<file path="config.mk">
export PLATFORM = sky130hd
export DESIGN_NAME = gap_link_sched
export DESIGN_NICKNAME = d
export VERILOG_FILES = /design/src/rtl/gls_pkg.sv /design/src/rtl/gls_gap_timer.sv /design/src/rtl/gls_subq_pick.sv /design/src/rtl/gap_link_sched.sv
export SDC_FILE = /design/constraint.sdc
export NUM_CORES = 1
export LEC_CHECK = 0
export ABC_AREA = 1
export BUFFER_PORTS_ARGS = -buffer_cell sky130_fd_sc_hd__buf_2
export CAP_MARGIN = 5
export CELL_PAD_IN_SITES_DETAIL_PLACEMENT = 0
export CELL_PAD_IN_SITES_GLOBAL_PLACEMENT = 2
export CORE_MARGIN = 4
export CORE_UTILIZATION = 38
export CTS_CLUSTER_DIAMETER = 40
export CTS_CLUSTER_SIZE = 30
export DETAILED_ROUTE_END_ITERATION = 12
export HOLD_SLACK_MARGIN = 0.02
export PLACE_DENSITY = 0.93
export SLEW_MARGIN = 20
export SYNTH_ARGS = -nofsm -noshare
export SYNTH_HDL_FRONTEND = slang
export SYNTH_SLANG_ARGS = --single-unit
</file>
<file path="constraint.sdc">
create_clock -name clk -period 8.8 [get_ports clk]
set_input_delay 0.88 -clock clk [delete_from_list [all_inputs] [get_ports clk]]
set_output_delay 0.88 -clock clk [all_outputs]
set_load 0.05 [all_outputs]
</file>
<file path="src/rtl/gls_pkg.sv">
// Shared widths and helpers for the bandwidth gap link scheduler.
// Assumes gap exponents up to 7 (128 ms) and sub-queue counts up to 7 in the field.
package gls_pkg;
    localparam int GAP_SEL_W  = 3;
    localparam int GAP_CNT_W  = 8;
    localparam int SUBQ_CFG_W = 3;
    localparam int SEQ_W      = 8;

    // Gap length in milliseconds for a given exponent.
    function automatic logic [GAP_CNT_W-1:0] gap_len(input logic [GAP_SEL_W-1:0] sel);
        return GAP_CNT_W'(1) << sel;
    endfunction
endpackage

</file>
<file path="src/rtl/gls_gap_timer.sv">
// Per-link gap timer: after a restart, counts millisecond ticks and opens the
// gap once 2^sel ticks have been seen. Open at reset. Stays open until the next
// restart, so an idle link keeps its expired gap.
module gls_gap_timer
    import gls_pkg::*;
(
    input  logic                 clk,
    input  logic                 rst_n,
    input  logic                 tick,
    input  logic [GAP_SEL_W-1:0] sel,
    input  logic                 restart,
    output logic                 open
);
    logic [GAP_CNT_W-1:0] cnt;
    logic [GAP_CNT_W-1:0] cnt_nxt;

    // Next tick count.
    assign cnt_nxt = cnt + GAP_CNT_W'(1);

    // Count ticks since the last grant and open the gap at the limit.
    always_ff @(posedge clk) begin
        if (!rst_n) begin
            cnt  <= '0;
            open <= 1'b1;
        end else if (restart) begin
            cnt  <= '0;
            open <= 1'b0;
        end else if (tick && !open) begin
            if (cnt_nxt == gap_len(sel)) begin
                cnt  <= '0;
                open <= 1'b1;
            end else begin
                cnt <= cnt_nxt;
            end
        end
    end
endmodule

</file>
<file path="src/rtl/gls_subq_pick.sv">
// Per-link sub-queue picker: finds the next non-empty active sub-queue in
// round-robin order starting after the last one served. Counts 0/1 mean a
// single queue; counts above MAX_SUBQ are clipped. Assumes adv is only
// raised in a cycle where any is high.
module gls_subq_pick
    import gls_pkg::*;
#(
    parameter int MAX_SUBQ = 4,
    parameter int QW       = 2
) (
    input  logic                  clk,
    input  logic                  rst_n,
    input  logic [MAX_SUBQ-1:0]   ready,
    input  logic [SUBQ_CFG_W-1:0] cfg,
    input  logic                  adv,
    output logic                  any,
    output logic [QW-1:0]         pick
);
    logic [QW-1:0] ptr;
    int            nq;
    int            start;

    // Decode active queue count and search from the round-robin pointer.
    always_comb begin
        if (cfg < SUBQ_CFG_W'(2))            nq = 1;
        else if (int'(cfg) > MAX_SUBQ)       nq = MAX_SUBQ;
        else                                 nq = int'(cfg);
        start = (int'(ptr) >= nq) ? 0 : int'(ptr);
        any   = 1'b0;
        pick  = '0;
        for (int k = 0; k < MAX_SUBQ; k++) begin
            int idx;
            idx = start + k;
            if (idx >= nq) idx = idx - nq;
            if (k < nq) begin
                if (!any && ready[idx]) begin
                    any  = 1'b1;
                    pick = QW'(idx);
                end
            end
        end
    end

    // Move the pointer past the sub-queue just granted.
    always_ff @(posedge clk) begin
        if (!rst_n)      ptr <= '0;
        else if (adv)    ptr <= (int'(pick) + 1 >= nq) ? '0 : pick + QW'(1);
    end
endmodule

</file>
<file path="src/rtl/gap_link_sched.sv">
// Top of the bandwidth gap link scheduler. Each link owns a gap timer, a
// sub-queue picker and a sequence counter; a fixed-priority choice (lowest
// index first) raises one grant at a time, held until tx_done.
// Assumes configuration is static while grants are outstanding.
module gap_link_sched
    import gls_pkg::*;
#(
    parameter int NUM_LINKS = 4,
    parameter int MAX_SUBQ  = 4,
    localparam int LW = (NUM_LINKS > 1) ? $clog2(NUM_LINKS) : 1,
    localparam int QW = (MAX_SUBQ > 1) ? $clog2(MAX_SUBQ) : 1
) (
    input  logic                            clk,
    input  logic                            rst_n,
    input  logic                            ms_tick,
    input  logic [NUM_LINKS*GAP_SEL_W-1:0]  cfg_gap_sel,
    input  logic [NUM_LINKS*SUBQ_CFG_W-1:0] cfg_subq,
    input  logic [NUM_LINKS*MAX_SUBQ-1:0]   queue_ready,
    input  logic                            tx_done,
    output logic                            grant_valid,
    output logic [LW-1:0]                   grant_link,
    output logic [QW-1:0]                   grant_subq,
    output logic [SEQ_W-1:0]                grant_seq
);
    logic [NUM_LINKS-1:0] gap_open;
    logic [NUM_LINKS-1:0] has_frame;
    logic [NUM_LINKS-1:0] eligible;
    logic [NUM_LINKS-1:0] restart;
    logic [QW-1:0]        pick  [NUM_LINKS];
    logic [SEQ_W-1:0]     seq_r [NUM_LINKS];
    logic [LW-1:0]        win;
    logic                 launch;

    for (genvar l = 0; l < NUM_LINKS; l++) begin : g_link
        gls_gap_timer u_gap (
            .clk     (clk),
            .rst_n   (rst_n),
            .tick    (ms_tick),
            .sel     (cfg_gap_sel[l*GAP_SEL_W +: GAP_SEL_W]),
            .restart (restart[l]),
            .open    (gap_open[l])
        );

        gls_subq_pick #(.MAX_SUBQ(MAX_SUBQ), .QW(QW)) u_pick (
            .clk   (clk),
            .rst_n (rst_n),
            .ready (queue_ready[l*MAX_SUBQ +: MAX_SUBQ]),
            .cfg   (cfg_subq[l*SUBQ_CFG_W +: SUBQ_CFG_W]),
            .adv   (restart[l]),
            .any   (has_frame[l]),
            .pick  (pick[l])
        );

        // A link competes when its gap is open and it has a frame.
        assign eligible[l] = gap_open[l] & has_frame[l];
        // The winning link restarts its gap and advances its picker.
        assign restart[l]  = launch && (win == LW'(l));

        // Per-link sequence number: 0 first, then 1..255, wrapping to 1.
        always_ff @(posedge clk) begin
            if (!rst_n)           seq_r[l] <= '0;
            else if (restart[l])  seq_r[l] <= (seq_r[l] == '1) ? SEQ_W'(1) : seq_r[l] + SEQ_W'(1);
        end
    end

    // Lowest eligible link index wins.
    always_comb begin
        win = '0;
        for (int l = NUM_LINKS - 1; l >= 0; l--) begin
            if (eligible[l]) win = LW'(l);
        end
    end

    // A new grant is only raised while none is outstanding.
    assign launch = !grant_valid && (|eligible);

    // Grant register: capture on launch, release on tx_done.
    always_ff @(posedge clk) begin
        if (!rst_n) begin
            grant_valid <= 1'b0;
            grant_link  <= '0;
            grant_subq  <= '0;
            grant_seq   <= '0;
        end else if (launch) begin
            grant_valid <= 1'b1;
            grant_link  <= win;
            grant_subq  <= pick[win];
            grant_seq   <= seq_r[win];
        end else if (grant_valid && tx_done) begin
            grant_valid <= 1'b0;
        end
    end
endmodule

</file>
# Word level (Yosys, flattened, before mapping)
# Memory sizes are Yosys's and may differ from the RTL's. A register that Yosys moved wholly into a read port is not among the register bits.
# Index checks and enable logic that the tools add are counted.
[op_classes]
addsub = 44
mul = 0
n_div = 0
n_lt_le_gt_ge = 65
n_eq_ne = 11
shift = 4
muxes = 190
bitwise = 10
n_reduce_logical = 59
[ops]
columns = ["cell", "count"]
rows = [
  ["greater-or-equal comparator 32 bit", 16],
  ["less-than comparator 32 x 4 -> 1 bit (second input constant)", 16],
  ["two-way mux 32 bit", 16],
  ["subtractor 32 bit", 12],
  ["adder 32 x 3 -> 32 bit (second input constant)", 8],
  ["less-than comparator 3 x 32 -> 1 bit (first input constant)", 8],
  ["adder 32 x 2 -> 32 bit (second input constant)", 4],
  ["greater-or-equal comparator 32 x 4 -> 1 bit", 4],
  ["less-than comparator 2 x 32 -> 1 bit (first input constant)", 4],
  ["subtractor 32 x 4 -> 32 bit", 4],
  ["two-way mux 8 bit", 12],
  ["two-way mux 2 bit", 46],
  ["two-way mux 1 bit", 91],
  ["adder 8 x 1 -> 8 bit (second input constant)", 8],
  ["binary-select mux 1 bit (select 2 bit)", 16],
  ["equality test 8 bit", 4],
  ["equality test 8 bit (second input constant)", 4],
  ["<< shifter 1 x 3 -> 8 bit (first input constant)", 4],
  ["two-way mux 3 bit", 8],
  ["logical AND 1 bit", 22],
  ["zero test 1 bit", 18],
  ["nonzero test 2 bit", 9],
  ["adder 2 x 1 -> 3 bit (second input constant)", 4],
  ["greater-or-equal comparator 2 x 3 -> 1 bit", 4],
  ["other kinds (16)", 41],
]
[word_totals]
ff_bits = 49
latchBits = 0
mem_bits_rw = 32
rom_bits = 0
inputBits = 44
out_inout_bits = 13
mem_count = 1
[mem_list]
columns = ["name", "words", "width", "read_ports", "rd_clocked_by_memory_dff", "write_ports", "line_no", "text"]
rows = [
  ["seq_r", 4, 8, 5, 1, 4, "gap_link_sched.sv:30", "logic [SEQ_W-1:0] seq_r [NUM_LINKS];"],
]

# Depth between registers and ports, before layout
# Gate-level depths: netlist of the first run.
[depth]
ltp_word = 35
mapped_depth = 35

# Cells and area by module
# From an unflattened synthesis of the first run, not the netlist that was laid out.
[unflattened]
hier_cells = 1572
area_unflattened_um2 = 10326.2
[by_module_without_submodules]
columns = ["module", "n_inst", "cells_per_inst", "area_each_um2", "seq_area_each_um2"]
rows = [
  ["gls_gap_timer", 4, 136, 817.0, 180.2],
  ["gap_link_sched", 1, 354, 2821.5, 1221.2],
  ["gls_subq_pick at g_link[1].u_pick ...", 2, 163, 1057.3, 40.0],
  ["gls_subq_pick at g_link[3].u_pick", 1, 177, 1088.5, 40.0],
  ["gls_subq_pick at g_link[0].u_pick", 1, 171, 1033.5, 40.0],
]

# Least setup slack after synthesis of the first run
# No wires, ideal clock.
[synth_path]
path_kind = "input to register"
from = "in cfg_subq[7]"
to = "reg g_link[2].u_pick.ptr[0]"
setup_time_ns = 0.124
arrival_time_ns = 5.320
t_required_ns = 8.676
slack_ns = 3.357
cell_stages = 27
path_buffers = 0
path_cell_list = "inv_1 -> nor2_1 -> inv_1 -> ha_1 -> nand3_1 -> nand3_1 -> nor2_4 -> inv_2 -> ha_1 -> fa_1 -> o211ai_1 -> inv_1 -> o21ai_1 -> nand2_1 -> o211ai_1 -> nand3_1 -> nand3b_1 -> or2_2 -> o21ai_0 -> inv_1 -> ha_1 -> ha_1 -> nand2_1 -> o211ai_1 -> nor2_1 -> nand2_1 -> o21ai_1"
[synth_via]
elab_chain_len = 30
[synth_lines]
columns = ["element", "line_no", "text"]
rows = [
  ["start, declared", "gap_link_sched.sv:17", "input logic [NUM_LINKS*SUBQ_CFG_W-1:0] cfg_subq,"],
  ["greater-than comparator 3 bit", "gls_subq_pick.sv:26", "else if (int'(cfg) > MAX_SUBQ) nq = MAX_SUBQ;"],
  ["two-way mux 3 bit", "gls_subq_pick.sv:26", ""],
  ["two-way mux 3 bit *", "gls_subq_pick.sv:25", "if (cfg < SUBQ_CFG_W'(2)) nq = 1;"],
  ["parallel branches: the longest is 27 deep, another holds adder 32 x 2 -> 32 bit", "-", ""],
  ["end signal, assigned", "gls_subq_pick.sv:47", "else if (adv) ptr <= (int'(pick) + 1 >= nq) ? '0 : pick + QW'(1);"],
  ["end, declared", "gls_subq_pick.sv:19", "logic [QW-1:0] ptr;"],
]
# Every way passes the cells marked *. The select of a mux whose other input is x is not followed.
# A chain may end at the register's enable or synchronous reset.

==> run metrics, run 1 <==
cell leakage power=0.004635 uW; Yosys top cell area share=13.52%; Post-Syn Area=8441 sq um; status=completed; RePlAce Congestion=0.8416; Synth area leader=dfxtp_1; Synth-to-Final Area Change=10.21%; grt ovf=0; Core Area=21820 sq um; initial antenna violation count=0; delay-heaviest family, CP=simple AND/OR/NAND/NOR gates; Unique masters post-synth=48; worst rel slew slack=34.39%; fin area=9303 sq um; Skew-Pair Late Insertion Delay=0.35 ns; RSZ-0062 raised after global routing=false; Worst Path Buf+Inv=6; GRT Util Overall=16.83%; Slew Viols, Final=0; Fin. Hold Viols=0; Synth Area in XOR/XNOR=6.849%; YS warnings=0; Die Area=24660 sq um; ys flop type=dfxtp_1; placed inst area=9004 sq um; count of final setup violators=0; cell count after synthesis=1248; Worst-path clk slew=0.06 ns; CTS Root Cell=clkbuf_16; final setup TNS=0 ns; mux cell area share after synthesis=0%; initial DRC count=482; hold_sp=g_link[2].u_gap.cnt[5]$_SDFFE_PP0P_; first-pass GRT wire length=34650 um; commonest non-fill, non-tap cells in the layout=248 x nand2_1, 222 x inv_1, 141 x nor2_1, 132 x nand3_1, 72 x ha_1; Post-synth EDFFs=32; syn avg cell area=6.763 sq um; CTS H-tree lvls=3; Fmax achieved=161.6 MHz; critical path start-end classification=in2reg; First-pass DRT Iterations=5; CTS tree=yes; Worst Hold Endpoint=g_link[2].u_gap.cnt[5]$_SDFFE_PP0P_; post-DP HPWL=16230 um; post-route antenna net violation count=0; Compound-Gate Fraction of Synth Area=11.28%; max layer used=met4; CP Capture Type=register; leading post-synthesis cells by cell area=dfxtp_1 14%, edfxtp_1 11%, nand2_1 11%; CP Data Arrival Time=6.20 ns; hold path depth=2; M1 wire length=9809 um; most common cell after layout, fill and taps aside=nand2_1; vias in the first global route=7378; PD cells=252.3 nW/um^2; CP most frequent cell=nand2_1; Seq/Total Area, Yosys=24.90%; number of setup buffers added after CTS=0; initial core utilization=38.68%; async set-reset flop share out of synthesis=0%; post-CTS sizing=0; largest net degree at the start of global routing=28; worst hold path type=reg2reg; Via-to-Cell Ratio=4.882; Hold-fix buffers, CTS=0; largest family of logic cells by synthesized area=simple AND/OR/NAND/NOR gates; layout cells sized above 1=9.862%; Rows=54; worst reg-to-reg setup slack=3.55 ns; routed length per instance=12.76 um; TritonCTS Buffers=9; Setup Skew=0.006921 ns; Max stage delay on crit path=0.61 ns; Fillers=2297; CP Max Fanout=22; # diodes=0; startpoint type of the worst setup path=primary input; Layout Nets=1431; die height=157.0 um; Remaining DRCs=0; Port Buffers=56; register bit total from synthesis=89; Bufs on Longest Clock Path=2; RR Endpoint=seq_r[2][2]$_SDFFCE_PP0P_; worst path required time=8.81 ns; reg2reg start=g_link[0].u_pick.ptr[0]$_SDFFE_PN0P_; minimum clock period=6.188 ns; Max-Cap Viols=0; Critical Path Slowest Stage Cell=nand2_1; Post-Syn Nets=1376; IO Pins=57; maximum vdd drop=0.1642 mV; Die Wd=157.0 um; Total Wirelength=20260 um; period utilization=70.32%; Adder-Cell Fraction of Synth Area=13.52%; Simple-Gate Fraction of Synth Area=32.17%; DR WL met2=9460 um; via count=7752; Tightest Pin Transition=0.9841 ns; R2R cell count=26; Clock Sink Count=89; met3 WL=728 um
cell type report:
type / instances / area, sq um / area share (%)
Inverter: 235 / 884.6 / 9.509
Multi-Input combinational cell: 912 / 5386 / 57.90
Clock buffer: 10 / 250.2 / 2.690
Sequential cell: 89 / 2102 / 22.60
Timing Repair Buffer: 56 / 280.3 / 3.013
Clock inverter: 6 / 48.80 / 0.5245
Tap cell: 280 / 350.3 / 3.766
logic make-up after synthesis:
| group | after synthesis |
|---|---|
| buf+inv | 247 |
| simple gates | 610 |
| flops | 89 |
| fa+ha+maj | 84 |
| xor+xnor | 66 |
| compound gates | 152 |
synth_stat cells, types with 2 or more instances:
master / n
nand3_2: 3
nor3_1: 35
buf_6: 2
inv_1: 222
buf_2: 6
nand4_2: 2
a22oi_1: 17
nor2_4: 2
edfxtp_1: 32
o21ai_2: 8
o22ai_1: 4
o21ai_1: 11
a2111oi_0: 2
nand2_1: 248
nand3_1: 132
o21a_1: 2
o211ai_1: 24
or2_2: 3
or2_1: 2
nor4_1: 2
nor2_1: 141
a21o_1: 2
nand2_2: 18
nor3b_1: 3
nand4_1: 8
o21ai_0: 40
a31oi_1: 4
dfxtp_1: 57
o2111ai_1: 2
xor2_1: 50
ha_1: 72
a21oi_1: 31
inv_2: 11
xnor2_1: 16
clkbuf_1: 3
fa_1: 12
nand3b_1: 5
nand2_4: 4
routing by layer:
metal	vias up	track usage (%)
li1	4156	-
met1	3465	22.55
met2	109	28.82
met3	22	2.447
met4	0	3.851
met5	-	0
how the worst max path moves through the flow:
stage,from,end,cells past startpoint
final,cfg_subq[1],seq_r[2][2]$_SDFFCE_PP0P_,27
after detailed placement,cfg_subq[1],seq_r[2][2]$_SDFFCE_PP0P_,27
after floorplan,cfg_subq[7],g_link[2].u_pick.ptr[0]$_SDFFE_PN0P_,27
after global routing,cfg_subq[1],seq_r[2][7]$_SDFFCE_PP0P_,27
after global placement,cfg_subq[2],seq_r[2][3]$_SDFFCE_PP0P_,26
after CTS,cfg_subq[1],seq_r[2][2]$_SDFFCE_PP0P_,27
per-stage QoR:
| step | setup slack, ns | total power, uW | cells | util (%) | hold WS, ns |
|---|---|---|---|---|---|
| after detailed placement | 2.156 | 1976 | 1572 | 41.26 | 0.4593 |
| after CTS | 2.511 | 2369 | 1588 | 42.63 | 0.4683 |
| after floorplan | 3.357 | 1667 | 1248 | - | 0.4409 |
| after global placement | 2.182 | 1971 | 1572 | 41.26 | 0.4489 |
| final | 2.612 | 2347 | 1588 | 42.63 | 0.4623 |
| after global routing | 1.885 | 2616 | 1588 | 42.63 | 0.5088 |
power breakdown:
| group | internal [uW] | switching [uW] | leakage, uW | total, uW |
|---|---|---|---|---|
| Clock | 211 | 173 | 0.000136 | 383 |
| Combinational | 433 | 945 | 0.00370 | 1380 |
| Sequential | 520 | 65.7 | 0.000800 | 586 |
tightest hold or removal path, cell delays in order, from the launching register on:
cell and delay [ns]:
dfxtp_1 0.31, nand2_1 0.06, a21oi_1 0.05
sequential cells by signal, summed over array words and instances (netlist names):
register and flops:
g_link.u_gap.cnt 32, g_link.u_gap.open 4, g_link.u_pick.ptr 8, grant_link 2
grant_seq 8, grant_subq 2, grant_valid 1, seq_r 32
No activity file was read; power rests on OpenSTA's default activity.
==> run 2, diff against run 1 <==
--- a/config.mk
+++ b/config.mk
@@ -11,12 +11,12 @@
 export CELL_PAD_IN_SITES_DETAIL_PLACEMENT = 0
 export CELL_PAD_IN_SITES_GLOBAL_PLACEMENT = 2
 export CORE_MARGIN = 4
-export CORE_UTILIZATION = 38
+export CORE_UTILIZATION = 35
 export CTS_CLUSTER_DIAMETER = 40
 export CTS_CLUSTER_SIZE = 30
 export DETAILED_ROUTE_END_ITERATION = 12
 export HOLD_SLACK_MARGIN = 0.02
-export PLACE_DENSITY = 0.93
+export PLACE_DENSITY = 0.87
 export SLEW_MARGIN = 20
 export SYNTH_ARGS = -nofsm -noshare
 export SYNTH_HDL_FRONTEND = slang
==> constraint.sdc (replaced) <==
create_clock -name clk -period 5.81 [get_ports clk]
set_input_delay 0.581 -clock clk [delete_from_list [all_inputs] [get_ports clk]]
set_output_delay 0.581 -clock clk [all_outputs]
set_load 0.05 [all_outputs]
==> run 2 against run 1 <==
  * Sequential share of layout area fell by 0.51 points
  * Die area rose by 8.1%
  * Combinational power rose by 59%
  * Power rose by 57%
  * Count of clock-buffer cells in the layout did not move
  * Sequential power rose by 51%
  * Global-route usage fell by 0.99 points
  * First-iteration DRC count rose by 0.21%
  * Largest cell class unchanged
==> run metrics, run 2 (same netlist as run 1, synthesis figures left out) <==
CP most frequent cell=ha_1; Hold-fix buffers, CTS=0; CTS tree=yes; cell leakage power=0.004746 uW; CP Max Fanout=7; final setup TNS=0 ns; maximum vdd drop=0.1832 mV; Worst-path clk slew=0.06 ns; worst path required time=6.03 ns; Total Wirelength=20960 um; initial antenna violation count=0; Fillers=2519; reg2reg start=g_link[2].u_pick.ptr[1]$_SDFFE_PN0P_; IO Pins=57; Via-to-Cell Ratio=4.744; most common cell after layout, fill and taps aside=nand2_1; CP endpoint=g_link[2].u_pick.ptr[0]$_SDFFE_PN0P_; TritonCTS Buffers=9; Remaining DRCs=0; CP Capture Type=register; # diodes=0; PD cells=387.6 nW/um^2; Clock Sink Count=89; status=completed; grt ovf=0; Design Power=3689 uW; Max stage delay on crit path=0.38 ns; Setup Skew=0.01715 ns; Regs by FF count=g_link.u_gap.cnt (32), seq_r (32); CTS Root Cell=clkbuf_16; minimum clock period=5.170 ns; hold_sp=g_link[2].u_gap.cnt[5]$_SDFFE_PP0P_; R2R cell count=24; First-pass DRT Iterations=5; Synth-to-Final Area Change=12.76%; worst hold path type=reg2reg; initial DRC count=483; RePlAce Congestion=0.8238; Core Area=23610 sq um; Worst Path Buf+Inv=5; Tightest Pin Transition=0.6566 ns; Bufs on Longest Clock Path=2; Rows=56; RSZ-0062 raised after global routing=false; number of setup buffers added after CTS=0; post-CTS sizing=0; worst setup path startpoint=cfg_subq[8]; worst rel slew slack=56.18%; worst reg-to-reg setup slack=0.93 ns; count of final setup violators=0; critical path start-end classification=in2reg; largest net degree at the start of global routing=21; post-route antenna net violation count=0; Layout Nets=1451; layout cells sized above 1=11.14%; commonest non-fill, non-tap cells in the layout=248 x nand2_1, 222 x inv_1, 141 x nor2_1, 132 x nand3_1, 72 x ha_1; RR Endpoint=g_link[2].u_pick.ptr[0]$_SDFFE_PN0P_; Fin. Hold Viols=0; Skew-Pair Late Insertion Delay=0.36 ns; delay-heaviest family, CP=adder cells; post-DP HPWL=17060 um; WP depth=27; Die Wd=163.3 um; GRT Util Overall=15.85%; CTS H-tree lvls=3; Slew Viols, Final=0; startpoint type of the worst setup path=primary input; period utilization=88.99%; initial core utilization=35.75%; Critical Path Slowest Stage Cell=fa_1; die height=163.3 um; first-pass GRT wire length=35120 um; Die Area=26670 sq um; routed length per instance=12.73 um; Fmax achieved=193.4 MHz; via count=7814; Max-Cap Viols=0; Port Buffers=56; vias in the first global route=7310; CP Data Arrival Time=5.39 ns
run 2: power by group:
part / internal (uW) / leakage (uW) / total (uW) / switching, uW
registers: 788 / 0.000800 / 887 / 98.9
logic: 720 / 0.00380 / 2200 / 1480
clock network: 340 / 0.000148 / 605 / 265
total: 1850 / 0.00475 / 3690 / 1840
run 2: how the worst min path moves through the flow:
stage                                                      to  cells after the start
after global routing      g_link[2].u_gap.cnt[5]$_SDFFE_PP0P_                      2
after global placement    g_link[2].u_gap.cnt[5]$_SDFFE_PP0P_                      2
final                     g_link[2].u_gap.cnt[5]$_SDFFE_PP0P_                      2
after CTS                 g_link[2].u_gap.cnt[5]$_SDFFE_PP0P_                      2
after detailed placement  g_link[2].u_gap.cnt[5]$_SDFFE_PP0P_                      2
after floorplan           g_link[2].u_gap.cnt[5]$_SDFFE_PP0P_                      2
run 2: stage by stage:
| step | setup WS (ns) | instances | instance area (sq um) | hold WS [ns] | util (%) |
|---|---|---|---|---|---|
| 2_1_floorplan | 0.6657 | 1248 | 8441 | 0.4409 | - |
| 3_3_place_gp | 0.3493 | 1631 | 9215 | 0.4499 | 39.03 |
| 3_5_place_dp | 0.2923 | 1631 | 9215 | 0.4545 | 39.03 |
| 4_1_cts | 0.6571 | 1647 | 9518 | 0.4643 | 40.31 |
| 5_1_grt | 0.1114 | 1647 | 9518 | 0.5094 | 40.31 |
| 6_report | 0.6396 | 1647 | 9518 | 0.4632 | 40.31 |
run 2: layout make-up:
class,instances,area (sq um),area share [%]
Multi-Input combinational cell,912,5386,56.59
Sequential cell,89,2102,22.08
Inverter,235,884.6,9.294
Timing Repair Buffer,76,442.9,4.654
Tap cell,319,399.1,4.194
Clock buffer,10,229.0,2.406
Clock inverter,6,73.82,0.7756
run 2: worst register-to-register path, cell delays in order, from the launching register on:
cell and delay [ns]:
dfxtp_1 0.42, ha_1 0.29, nand3b_1 0.13, nand3_1 0.13, nor2_4 0.21, inv_2 0.09
ha_1 0.36, fa_1 0.38, o211ai_1 0.26, inv_1 0.09, o21ai_1 0.28, nand2_1 0.09
o211ai_1 0.09, nand3_1 0.13, nand3b_1 0.22, or2_2 0.28, o21ai_0 0.13, inv_1 0.14
ha_1 0.33, ha_1 0.31, nand2_1 0.05, o211ai_1 0.19, nor2_1 0.07, nand2_1 0.06
o21ai_1 0.05
run 2: routing by layer:
layer	track usage [%]	share of wire, %
met3	2.422	3.5
met5	0	0
met4	3.317	1.3
met1	21.97	50
met2	26.25	46
==> run 3, diff against run 2 <==
--- a/config.mk
+++ b/config.mk
@@ -20,4 +20,5 @@
 export SLEW_MARGIN = 20
 export SYNTH_ARGS = -nofsm -noshare
 export SYNTH_HDL_FRONTEND = slang
+export SYNTH_HIERARCHICAL = 1
 export SYNTH_SLANG_ARGS = --single-unit
==> run 3 against run 2 <==
  * Power grew 5.9%
  * Critical path type unchanged
  * Sequential cell count is the same
  * Highest routed layer unchanged
  * Fmax shrank 1.0%
  * Die area grew 21%
  * Setup slack lost 0.055 ns
  * Critical endpoint is now g_link[1].u_pick/ptr[0]$_SDFFE_PN0P_
  * Worst hold slack gained 0.039 ns
  * Largest power group unchanged
==> run metrics, run 3 <==
CP Max Fanout=24; number of setup buffers added after CTS=0; Die Wd=179.8 um; vias in the first global route=9352; worst rel slew slack=52.24%; Skew-Pair Late Insertion Delay=0.35 ns; initial core utilization=35.69%; most common cell in the netlist=nand2_1; GR peak layer=met2; routed length per instance=12.77 um; worst hold path type=reg2reg; CTS H-tree lvls=3; # diodes=0; initial antenna violation count=0; Post-Syn Area=10330 sq um; Yosys top cell area share=15.27%; Layout Nets=1769; async set-reset flop share out of synthesis=0%; Via-to-Cell Ratio=4.791; met3 Usage GRT=2.142%; critical path start-end classification=in2reg; status=completed; count of final setup violators=0; Max stage delay on crit path=0.42 ns; Post-synth EDFFs=32; IO Pins=57; CP Data Arrival Time=5.51 ns; syn avg cell area=6.569 sq um; GRT Util Overall=15.86%; period utilization=89.93%; post-DP HPWL=20970 um; Die Area=32320 sq um; via count=9706; Tightest Pin Transition=0.7164 ns; Unique masters post-synth=46; Synth top cells by count=420 x nand2_1, 245 x inv_1, 236 x nand3_1; Remaining DRCs=0; met2 usage=26.81%; Regs by FF count=g_link.u_gap/cnt (32), seq_r (32); Bufs on Longest Clock Path=2; Port Buffers=56; Clock Sink Count=89; cell count after synthesis=1572; Synth area leader=nand2_1; grt ovf=0; startpoint type of the worst setup path=primary input; TritonCTS Buffers=9; CTS Root Cell=clkbuf_16; Synth-to-Final Area Change=9.935%; largest net degree at the start of global routing=37; Post-Syn Nets=1704; Seq/Total Area, Yosys=20.36%; worst hold slack=0.5017 ns; most common cell after layout, fill and taps aside=nand2_1; initial DRC count=568; CTS tree=yes; Fin. Hold Viols=0; cell leakage power=0.005620 uW; die height=179.8 um; post-route antenna net violation count=0; ys flop type=dfxtp_1; Rows=62; Core Area=28940 sq um; Max-Cap Viols=0; PD cells=344.2 nW/um^2; RSZ-0062 raised after global routing=false; Worst-path clk slew=0.07 ns; Fmax achieved=191.4 MHz; post-CTS sizing=0; Setup Skew=0.01135 ns; YS warnings=6; Fillers=3122; minimum clock period=5.225 ns; register bit total from synthesis=89; Critical Path Slowest Stage Cell=nor2_1; leading post-synthesis cells by cell area=nand2_1 15%, nand3_1 11%, dfxtp_1 11%; Slew Viols, Final=0; maximum vdd drop=0.1711 mV; First-pass DRT Iterations=6; RePlAce Congestion=0.8110; CP Capture Type=register; worst path required time=6.10 ns; final setup TNS=0 ns; met1 usage=21.65%; commonest non-fill, non-tap cells in the layout=420 x nand2_1, 245 x inv_1, 236 x nand3_1, 72 x ha_1, 71 x nor2_1; Hold-fix buffers, CTS=0; layout cells sized above 1=19.18%; first-pass GRT wire length=44510 um; Total Wirelength=25870 um
[run 3: cell types whose count changed after synthesis, sizes merged, moves of 27 or more]
cell | previous run | this run
nand3 | 135 | 282
inv | 234 | 278
nor2 | 144 | 114
nand2 | 270 | 492
a21oi | 32 | 73
xor2 | 50 | 18
nor3 | 36 | 9
[run 3: layout make-up]
type	count	area [sq um]	area share [%]
Clock buffer	9	225.2	1.984
Clock inverter	7	58.81	0.5180
Inverter	282	1072	9.446
Multi-Input combinational cell	1185	7028	61.91
Sequential cell	89	2102	18.52
Tap cell	384	480.5	4.232
Timing Repair Buffer	70	385.4	3.395
[run 3: worst max-delay path: cells and delay by family]
kind,cells,cell delay [ns]
buffers and inverters,7,0.89
AND/OR/NAND/NOR,17,2.32
AO/OA/AOI/OAI,3,0.56
adder cells (fa/ha/maj),3,1.15
[run 3: worst paths after layout]
kind | startpoint | slack (ns) | to | cells after the start
setup / recovery | cfg_subq[8] | 0.59 | g_link[1].u_pick/ptr[0]$_SDFFE_PN0P_ | 30
hold / removal | g_link[2].u_gap/cnt[7]$_SDFFE_PP0P_ | 0.50 | g_link[2].u_gap/cnt[7]$_SDFFE_PP0P_ | 2
setup reg to reg | g_link[0].u_pick/ptr[0]$_SDFFE_PN0P_ | 0.83 | g_link[2].u_pick/ptr[0]$_SDFFE_PN0P_ | 32
hold reg to reg | g_link[2].u_gap/cnt[7]$_SDFFE_PP0P_ | 0.50 | g_link[2].u_gap/cnt[7]$_SDFFE_PP0P_ | 2
[run 3: where the power goes]
group	switching, uW	internal [uW]	leakage, uW
clock network	272	298	0.000139
registers	108	789	0.000800
logic	1660	779	0.00468
[run 3: cells by family (layout without fill, tap and decap cells)]
logic type	after synthesis	after routing	share of synthesized area, %
AND/OR/NAND/NOR	929	929	46.12
buffers and inverters	298	368	11.58
AO/OA/AOI/OAI	145	145	8.167
flip-flops	89	89	20.36
adder cells (fa/ha/maj)	88	88	11.83
XOR/XNOR	23	23	1.951
[run 3: through the flow]
step | area, sq um | setup WS (ns) | total power, uW | instances | utilization (%)
detailed placement | 11070 | 0.2031 | 3367 | 2010 | 38.25
global placement | 11070 | 0.3357 | 3348 | 2010 | 38.25
finish | 11350 | 0.5850 | 3907 | 2026 | 39.23
CTS | 11350 | 0.5629 | 3953 | 2026 | 39.23
floorplan | 10330 | 0.7488 | 2821 | 1572 | -
global route | 11350 | 0.09217 | 4314 | 2026 | 39.23
[run 3: metal layers]
metal,routed length [um],vias to the layer above
li1,-,5184
met1,13120,4392
met2,11760,109
met3,623,21
met4,372,0
met5,0,-
